File: src/rtl/sbs_pkg.sv
// Shared types and the burst-order function for the burst SRAM.
// Assumes a burst group of four words addressed by the two low bits.
package sbs_pkg;

    // Command from the strobe decoder to the burst sequencer.
    typedef enum logic [1:0] {
        SEQ_HOLD = 2'd0,
        SEQ_ADV  = 2'd1,
        SEQ_LOAD = 2'd2
    } seq_cmd_e;

    // Low address bits for a given start value and step count.
    function automatic logic [1:0] burst_low(input logic [1:0] start,
                                             input logic [1:0] step,
                                             input logic       interleave);
        logic [1:0] r;
        if (interleave) r = start ^ step;
        else            r = start + step;
        return r;
    endfunction

endpackage

File: src/rtl/sbs_burst_seq.sv
// Burst address sequencer: keeps the loaded base address and a 2-bit step
// count, and gives both the current word address and the address the next
// edge will produce (used as the write address).
// Assumes AW >= 2 and that mode changes only while a new address is loaded.
module sbs_burst_seq
    import sbs_pkg::*;
#(
    parameter int AW = 6
) (
    input  logic          clk,
    input  logic          rst_n,
    input  seq_cmd_e      cmd,
    input  logic [AW-1:0] ld_addr,
    input  logic          mode,
    output logic [AW-1:0] cur_addr,
    output logic [AW-1:0] nxt_addr
);
    localparam int HI = AW - 1;

    logic [AW-1:0] base_q, base_d;
    logic [1:0]    step_q, step_d;

    // Next base and step from the command.
    always_comb begin
        base_d = base_q;
        step_d = step_q;
        case (cmd)
            SEQ_LOAD: begin
                base_d = ld_addr;
                step_d = 2'd0;
            end
            SEQ_ADV:  step_d = step_q + 2'd1;
            default:  ;
        endcase
    end

    // Register the burst state.
    always_ff @(posedge clk) begin
        if (!rst_n) begin
            base_q <= '0;
            step_q <= 2'd0;
        end else begin
            base_q <= base_d;
            step_q <= step_d;
        end
    end

    // Form the current and next word addresses in the selected order.
    always_comb begin
        cur_addr = {base_q[HI:2], burst_low(base_q[1:0], step_q, mode)};
        nxt_addr = {base_d[HI:2], burst_low(base_d[1:0], step_d, mode)};
    end

    assert_load_start_R1: assert property (@(posedge clk) disable iff (!rst_n)
        (cmd == SEQ_LOAD) |=> (cur_addr == $past(ld_addr)));

    assert_hold_stable_R5: assert property (@(posedge clk) disable iff (!rst_n)
        (cmd == SEQ_HOLD) |=> ($stable(cur_addr) || !$stable(mode)));

    assert_wrap_four_R5: assert property (@(posedge clk) disable iff (!rst_n)
        (cmd == SEQ_ADV && step_q == 2'd3) |=> (step_q == 2'd0));

    assert_upper_kept_R6: assert property (@(posedge clk) disable iff (!rst_n)
        (cmd == SEQ_ADV) |=> (cur_addr[HI:2] == $past(cur_addr[HI:2])));

endmodule

File: src/rtl/sbs_ctrl.sv
// Strobe decoder and access state: picks the strobe that wins, decides
// select/deselect, lane write enables and the read-active state, and forms
// the data drive enable from the asynchronous output-enable input.
// Assumes chip enables matter only on strobe cycles.
module sbs_ctrl
    import sbs_pkg::*;
#(
    parameter int LANES = 2
) (
    input  logic             clk,
    input  logic             rst_n,
    input  logic             ce1_n,
    input  logic             ce2,
    input  logic             ce3_n,
    input  logic             adsp_n,
    input  logic             adsc_n,
    input  logic             adv_n,
    input  logic             gw_n,
    input  logic             bwe_n,
    input  logic [LANES-1:0] bw_n,
    input  logic             oe_n,
    output seq_cmd_e         cmd,
    output logic [LANES-1:0] lane_we,
    output logic             dout_en
);
    logic             sel_q, rd_q;
    logic             proc_take, strobe, ce_ok;
    logic [LANES-1:0] req_lanes;

    // Strobe arbitration and chip-enable decode.
    always_comb begin
        proc_take = !adsp_n && !ce1_n;
        strobe    = proc_take || !adsc_n;
        ce_ok     = !ce1_n && ce2 && !ce3_n;
    end

    // Lanes requested by the write inputs.
    always_comb begin
        if (!gw_n)       req_lanes = {LANES{1'b1}};
        else if (!bwe_n) req_lanes = ~bw_n;
        else             req_lanes = '0;
    end

    // Sequencer command and lane write enables for this edge.
    always_comb begin
        cmd     = SEQ_HOLD;
        lane_we = '0;
        if (strobe) begin
            if (ce_ok) begin
                cmd = SEQ_LOAD;
                if (!proc_take) lane_we = req_lanes;
            end
        end else if (sel_q) begin
            cmd     = adv_n ? SEQ_HOLD : SEQ_ADV;
            lane_we = req_lanes;
        end
        if (!rst_n) lane_we = '0;
    end

    // Select and read-active state.
    always_ff @(posedge clk) begin
        if (!rst_n) begin
            sel_q <= 1'b0;
            rd_q  <= 1'b0;
        end else if (strobe) begin
            sel_q <= ce_ok;
            rd_q  <= ce_ok && (lane_we == '0);
        end else if (sel_q && (lane_we != '0)) begin
            rd_q  <= 1'b0;
        end
    end

    // Drive enable: asynchronous output enable gated by read state.
    always_comb dout_en = !oe_n && rd_q && sel_q;

    assert_proc_reads_R3: assert property (@(posedge clk) disable iff (!rst_n)
        (!adsp_n && !ce1_n && ce2 && !ce3_n) |=> rd_q);

    assert_write_blanks_R9: assert property (@(posedge clk) disable iff (!rst_n)
        (lane_we != '0) |=> !dout_en);

    assert_deselect_R10: assert property (@(posedge clk) disable iff (!rst_n)
        (strobe && !ce_ok) |=> (!sel_q && !dout_en));

    assert_sel_kept_R1: assert property (@(posedge clk) disable iff (!rst_n)
        (!strobe) |=> $stable(sel_q));

    assert_oe_gate_R9: assert property (@(posedge clk) disable iff (!rst_n)
        dout_en |-> !oe_n);

endmodule

File: src/rtl/sbs_array.sv
// Storage array: one word-addressed memory per byte lane, written on the
// rising edge when the lane enable is set, read combinationally.
// Assumes contents are undefined until written.
module sbs_array #(
    parameter int AW     = 6,
    parameter int LANE_W = 9,
    parameter int LANES  = 2
) (
    input  logic                    clk,
    input  logic [LANES-1:0]        lane_we,
    input  logic [AW-1:0]           waddr,
    input  logic [LANES*LANE_W-1:0] wdata,
    input  logic [AW-1:0]           raddr,
    output logic [LANES*LANE_W-1:0] rdata
);
    localparam int DEPTH = 1 << AW;

    for (genvar g = 0; g < LANES; g++) begin : g_lane
        logic [LANE_W-1:0] lane_mem [DEPTH];

        // Lane write on the clock edge.
        always_ff @(posedge clk) begin
            if (lane_we[g]) lane_mem[waddr] <= wdata[g*LANE_W +: LANE_W];
        end

        // Flow-through lane read.
        assign rdata[g*LANE_W +: LANE_W] = lane_mem[raddr];
    end

endmodule

File: src/rtl/sync_burst_sram.sv
// Flow-through synchronous burst SRAM: strobe decoder, burst sequencer and
// lane-split storage. Writes go to the address the edge produces; reads show
// the registered address without a pipeline stage.
// Assumes mode is static while a burst is running.
module sync_burst_sram
    import sbs_pkg::*;
#(
    parameter int AW     = 6,
    parameter int LANE_W = 9,
    parameter int LANES  = 2,
    localparam int WORD_W = LANE_W * LANES
) (
    input  logic              clk,
    input  logic              rst_n,
    input  logic [AW-1:0]     addr,
    input  logic              ce1_n,
    input  logic              ce2,
    input  logic              ce3_n,
    input  logic              adsp_n,
    input  logic              adsc_n,
    input  logic              adv_n,
    input  logic              gw_n,
    input  logic              bwe_n,
    input  logic [LANES-1:0]  bw_n,
    input  logic              mode,
    input  logic              oe_n,
    input  logic [WORD_W-1:0] din,
    output logic [WORD_W-1:0] dout,
    output logic              dout_en
);
    seq_cmd_e         cmd;
    logic [LANES-1:0] lane_we;
    logic [AW-1:0]    cur_addr, nxt_addr;

    sbs_ctrl #(.LANES(LANES)) u_ctrl (
        .clk(clk), .rst_n(rst_n),
        .ce1_n(ce1_n), .ce2(ce2), .ce3_n(ce3_n),
        .adsp_n(adsp_n), .adsc_n(adsc_n), .adv_n(adv_n),
        .gw_n(gw_n), .bwe_n(bwe_n), .bw_n(bw_n), .oe_n(oe_n),
        .cmd(cmd), .lane_we(lane_we), .dout_en(dout_en)
    );

    sbs_burst_seq #(.AW(AW)) u_seq (
        .clk(clk), .rst_n(rst_n), .cmd(cmd), .ld_addr(addr), .mode(mode),
        .cur_addr(cur_addr), .nxt_addr(nxt_addr)
    );

    sbs_array #(.AW(AW), .LANE_W(LANE_W), .LANES(LANES)) u_mem (
        .clk(clk), .lane_we(lane_we), .waddr(nxt_addr), .wdata(din),
        .raddr(cur_addr), .rdata(dout)
    );

    assert_no_en_in_reset_R11: assert property (@(posedge clk)
        !rst_n |=> !dout_en);

endmodule

File: config.mk
export PLATFORM = sky130hd
export DESIGN_NAME = sync_burst_sram
export DESIGN_NICKNAME = d
export VERILOG_FILES = /design/src/rtl/sbs_pkg.sv /design/src/rtl/sbs_burst_seq.sv /design/src/rtl/sbs_ctrl.sv /design/src/rtl/sbs_array.sv /design/src/rtl/sync_burst_sram.sv
export SDC_FILE = /design/constraint.sdc
export NUM_CORES = 1
export LEC_CHECK = 0
export BUFFER_PORTS_ARGS = -buffer_cell sky130_fd_sc_hd__buf_2
export CAP_MARGIN = 10
export CORE_AREA = 2 2 293 295
export DETAILED_ROUTE_END_ITERATION = 8
export DIE_AREA = 0 0 295 297
export PLACE_DENSITY = 0.71
export SETUP_SLACK_MARGIN = 0.15
export SKIP_LAST_GASP = 1
export SLEW_MARGIN = 20
export SYNTH_ARGS = -nofsm -noshare
export SYNTH_HDL_FRONTEND = slang
export SYNTH_SLANG_ARGS = --single-unit
File: constraint.sdc
create_clock -name clk -period 11.05 [get_ports clk]
set_clock_uncertainty 0.1 [all_clocks]
set_input_delay 2.21 -clock clk [delete_from_list [all_inputs] [get_ports clk]]
set_output_delay 2.21 -clock clk [all_outputs]
set_load 0.005 [all_outputs]
# After elaboration in Yosys (flattened, before gate mapping)
# Memories as Yosys holds them, arrays and structs flattened.
# Index checks and enable logic that the tools add are counted.
[totals] regBits=10 mem_bits_rw=1152 out_inout_bits=19 mem_count=2
[mem_list] name="u_mem.g_lane[0].lane_mem" words=64 word_bits=9 read_ports=1 rd_ports_with_merged_regs=0 write_ports=1 line="sbs_array.sv:19" text="logic [LANE_W-1:0] lane_mem [DEPTH];"
[mem_list] name="u_mem.g_lane[1].lane_mem" words=64 word_bits=9 read_ports=1 rd_ports_with_merged_regs=0 write_ports=1 line="sbs_array.sv:19"
[classes] add_sub_neg=3 eq_ne=2 mux=21 n_bitwise=3 n_reduce_logical=16
[op_table] op="2-to-1 mux 2 bit" count=12
[op_table] op="logical AND 1 bit" count=7
[op_table] op="2-to-1 mux 1 bit" count=7
[op_table] op="2-to-1 mux 6 bit" count=1
[op_table] op="logical NOT 1 bit" count=5
[op_table] op="adder 2 bit" count=2
[op_table] op="one-hot mux 2 bit (2 select lines)" count=1
[op_table] op="nonzero test 2 bit" count=2
[op_table] op="bitwise XOR 2 bit" count=2
[op_table] op="adder 2 x 1 -> 2 bit (second input constant)" count=1
[op_table] op="== test 2 x 1 -> 1 bit (second input constant)" count=1
[op_table] op="== test 2 bit (second input constant)" count=1
[op_table] op="logical NOT 2 bit" count=1
[op_table] op="inverter 2 bit" count=1
[op_table] op="logical OR 1 bit" count=1

# Logic depth before layout (Yosys ltp)
[logic_depth] depth_word=11 mapped_depth=12 depth_no_buf=9

# By module
# From an unflattened synthesis, not the netlist that was laid out.
[unflattened] cells_unflattened=2077 hier_area_um2=45289.7
[by_module_without_submodules] module="sbs_array" instances=1 cells_per_inst=2005 area_per_inst_um2=44604.0
[by_module_without_submodules] module="sbs_burst_seq" instances=1 cells_per_inst=51 area_per_inst_um2=511.7
[by_module_without_submodules] module="sbs_ctrl" instances=1 cells_per_inst=21 area_per_inst_um2=173.9

# Worst setup path after synthesis
# No wires, ideal clock.
[synth_timing] path_type="input to output" start="input mode" end="output dout[11]" arrival_ns=3.882 path_slack_ns=4.858 path_stages=8 path_cell_list="nor2b_1 > buf_2 > xnor2_4 > buf_6 > buf_4 > mux4_2 > a2111oi_0 > a32oi_1"
[synth_via] elab_chain_cells=2
[synth_lines] element="start: declaration" line="sync_burst_sram.sv:25" text="input logic mode,"
[synth_lines] element="2-to-1 mux 2 bit" line="sbs_pkg.sv:17" text="if (interleave) r = start ^ step;"
[synth_lines] element="memory (64 x 9 bit)"
[synth_lines] element="end: declaration" line="sync_burst_sram.sv:28" text="output logic [WORD_W-1:0] dout,"
# No other way between the ends.

# Worst setup path after layout
[layout_timing] start="input mode" end="output dout[16]"
# Same word-level chain as after synthesis.

==> run summary <==
Status - complete, no violations
Unique masters post-synth - 63
Number of synthesized flops with an enable pin - 1,152
Die ar. - 0.08762 mm²
# nets final - 2,742
Htree depth - 3
Clock sinks - 1,162
Crit. Startpoint - mode
Vias in the first global route - 26,450
Num CTS Buffers - 111
Clock root buffer - clkbuf_16
CP bufs+invs - 4
Mean area per synthesized cell - 18.16 µm²
R2r setup slk - 6.70 ns
Syn Inst Count - 2,578
Via density - 6.751
Min Tclk post-route - 8.419 ns
Routability congestion estimate - 0.8311
Final core utilization - 0.6217
RSZ-0062 raised after global routing - false
First-pass GRT wire length - 175.5 mm
Setup TNS - 0 ns
Post-synth top area share - 0.7388
Clk_lat worst skew - 0.67 ns
CP peak stage delay - 0.76 ns
Pins Over Slew Limit - 0
Critical Path End - dout[16]
Hold path startpoint - u_ctrl.rd_q
Most frequent cell after synthesis - edfxtp_1
Warnings, synthesis - 0
Placement Setup Slack - 2.815 ns
I/O pins - 57
Overall Global Routing Usage - 0.2736
Setup crit end kind - output port
Hold_buf cts - 0
DRT Pass-1 Iters - 7
Die H - 297 µm
Relative slew margins - 0.2340
Final Worst Setup Slack - 2.631 ns
Endpoints failing setup - 0
Post-synth top cells - edfxtp_1 (1,152), nand2_1 (255), mux4_2 (219)
Worst-case reg-to-reg path depth - 6
Layout cells sized above 1 - 0.2359
Worst r2r dst - u_mem.g_lane[1].lane_mem[29][0]
Net Count, Synth - 2,618
Main synth FF type - edfxtp_1
Synth Register Bits - 1,162
Hold crit path type - reg2reg
Startpoint types - input pin
Die Wd - 295 µm
Largest net degree at the start of global routing - 134
Cell Area, Synth - 0.04683 mm²
Leakage - 16.21 nW
Critical Path Stages - 10
Async SR Flop Fraction - 0
Post-CTS setup buffer count - 0
Clock Tree Buf Depth - 3
Slew @ Worst Pin - 1.145 ns
Top post-synthesis cells by area - edfxtp_1 (74%), mux4_2 (11%), nand2_1 (2.0%)
Reg clk slew, reported paths - 0.06 ns
Area Overhead vs Synth - 12.16%
Total Power - 8.912 mW
Crit path kind - in2out
Drt drc - 0
Number of cell rows - 107
Initial core utilization - 0.5543
Pwr dens - 169.7 mW/mm²
Register area share after synthesis - 0.7430
Dpl cells - 3,733
Post_cts resized - 0
Maxcap violations - 0
Final critical-path share of the clock period - 0.7619
Slowest cell on the critical path - buf_4
Critical path peak fanout - 73
CP delay by family, top - buffers and inverters
Core ar. - 0.08448 mm²
Final hold violation count - 0
Fmax - 118.8 MHz
CTS tree - done
Area leader, netlist - edfxtp_1
WL/cell - 30.08 µm
Port bufs - 56
VDD IR-drop max - 0.1523 mV
Total grt overflow - 0
Final non-filler cell total - 3,938
Required time of the critical path - 8.74 ns
Post-DRT Antenna Nets - 0
Initial antenna violation count - 6
Arrival time worst endpoint - 6.11 ns
Via count - 26,580
Hpwl dp - 70.44 mm
Crit-path cells - buf_2 > nor2b_4 > buf_4 > xnor2_4 > buf_4 > mux4_2 > a21o_1 > o21ai_0 > a32oi_1 > buf_2
Routed wire length - 118.4 mm
Reg-to-Reg Start - u_seq.base_q[3]
First DRT Iteration DRCs - 3,996
==> through the flow <==
stage	area, µm²	hold WS, ns
2_1_floorplan	46830	0.4197
3_3_place_gp	48970	0.5204
3_5_place_dp	48990	0.5630
4_1_cts	52510	0.5788
5_1_grt	52520	0.5951
6_report	52520	0.5708
==> cell type report <==
type                    count  area, µm²
repair buffers            199       1394
clock buffers             127       2859
clock inverters            77      660.6
inverters                   5      18.77
diodes                      1      2.502
flip-flops and latches   1162      34800
fillers                  5778      31960
multi-input cells        1223      11350
well taps                1144       1431
==> cells by family after synthesis <==
kind of cell | synth area share
xor gates and xnor gates | 0.002058
AOI/OAI and AO/OA | 0.05526
muxes | 0.1223
adders and majority gates | 0.0005343
buffers and inverters | 0.02017
and+or+nand+nor | 0.05665
DFF | 0.7430
==> worst reg2reg max path: stages (launching register included) <==
cell	delay, ns
dfxtp_4	0.69
buf_4	0.71
nand2_1	0.67
o31ai_1	0.49
nand2_1	0.29
nor3_1	0.81
buf_4	0.30
==> worst min-delay path by stage <==
stage / endpoint / slack (ns) / cells past startpoint
after global placement: u_ctrl.rd_q / 0.52 / 3
final: u_ctrl.rd_q / 0.57 / 3
after floorplan: u_ctrl.sel_q / 0.42 / 2
after global routing: u_ctrl.rd_q / 0.60 / 3
after CTS: u_ctrl.rd_q / 0.58 / 3
after detailed placement: u_seq.base_q[0] / 0.56 / 3
==> report_power, final <==
part	internal, mW	switching (mW)	leakage, nW
Sequential	4.84	0.00642	10.4
Clock	2.10	1.60	1.73
Combinational	0.108	0.251	4.05
==> state kept, by name (all words and copies together) (netlist names) <==
name and count:
u_ctrl.sel_q 1, u_seq.step_q 2, u_ctrl.rd_q 1, u_mem.g_lane.lane_mem 1152, u_seq.base_q 6
==> layer usage <==
metal,vias to the layer above,track usage,wire length [µm]
met5,-,0,27
met4,4,0.08139,3009
li1,10860,-,-
met1,13720,0.4031,46090
met3,239,0.05140,13340
met2,1767,0.4221,55990
==> layout by cell type (no fill, tap or decap), types with 34 or more instances in the layout <==
cell type  count
edfxtp_1    1152
nand2_1      254
mux4_2       219
buf_4        147
nor3_1       125
clkbuf_16    112
buf_2         50
a21oi_1       49
nand3_1       47
o21ai_0       46
mux2i_1       43
a31oi_1       42
clkinv_1      34
Note: power is estimated with default switching activity, not from simulation.
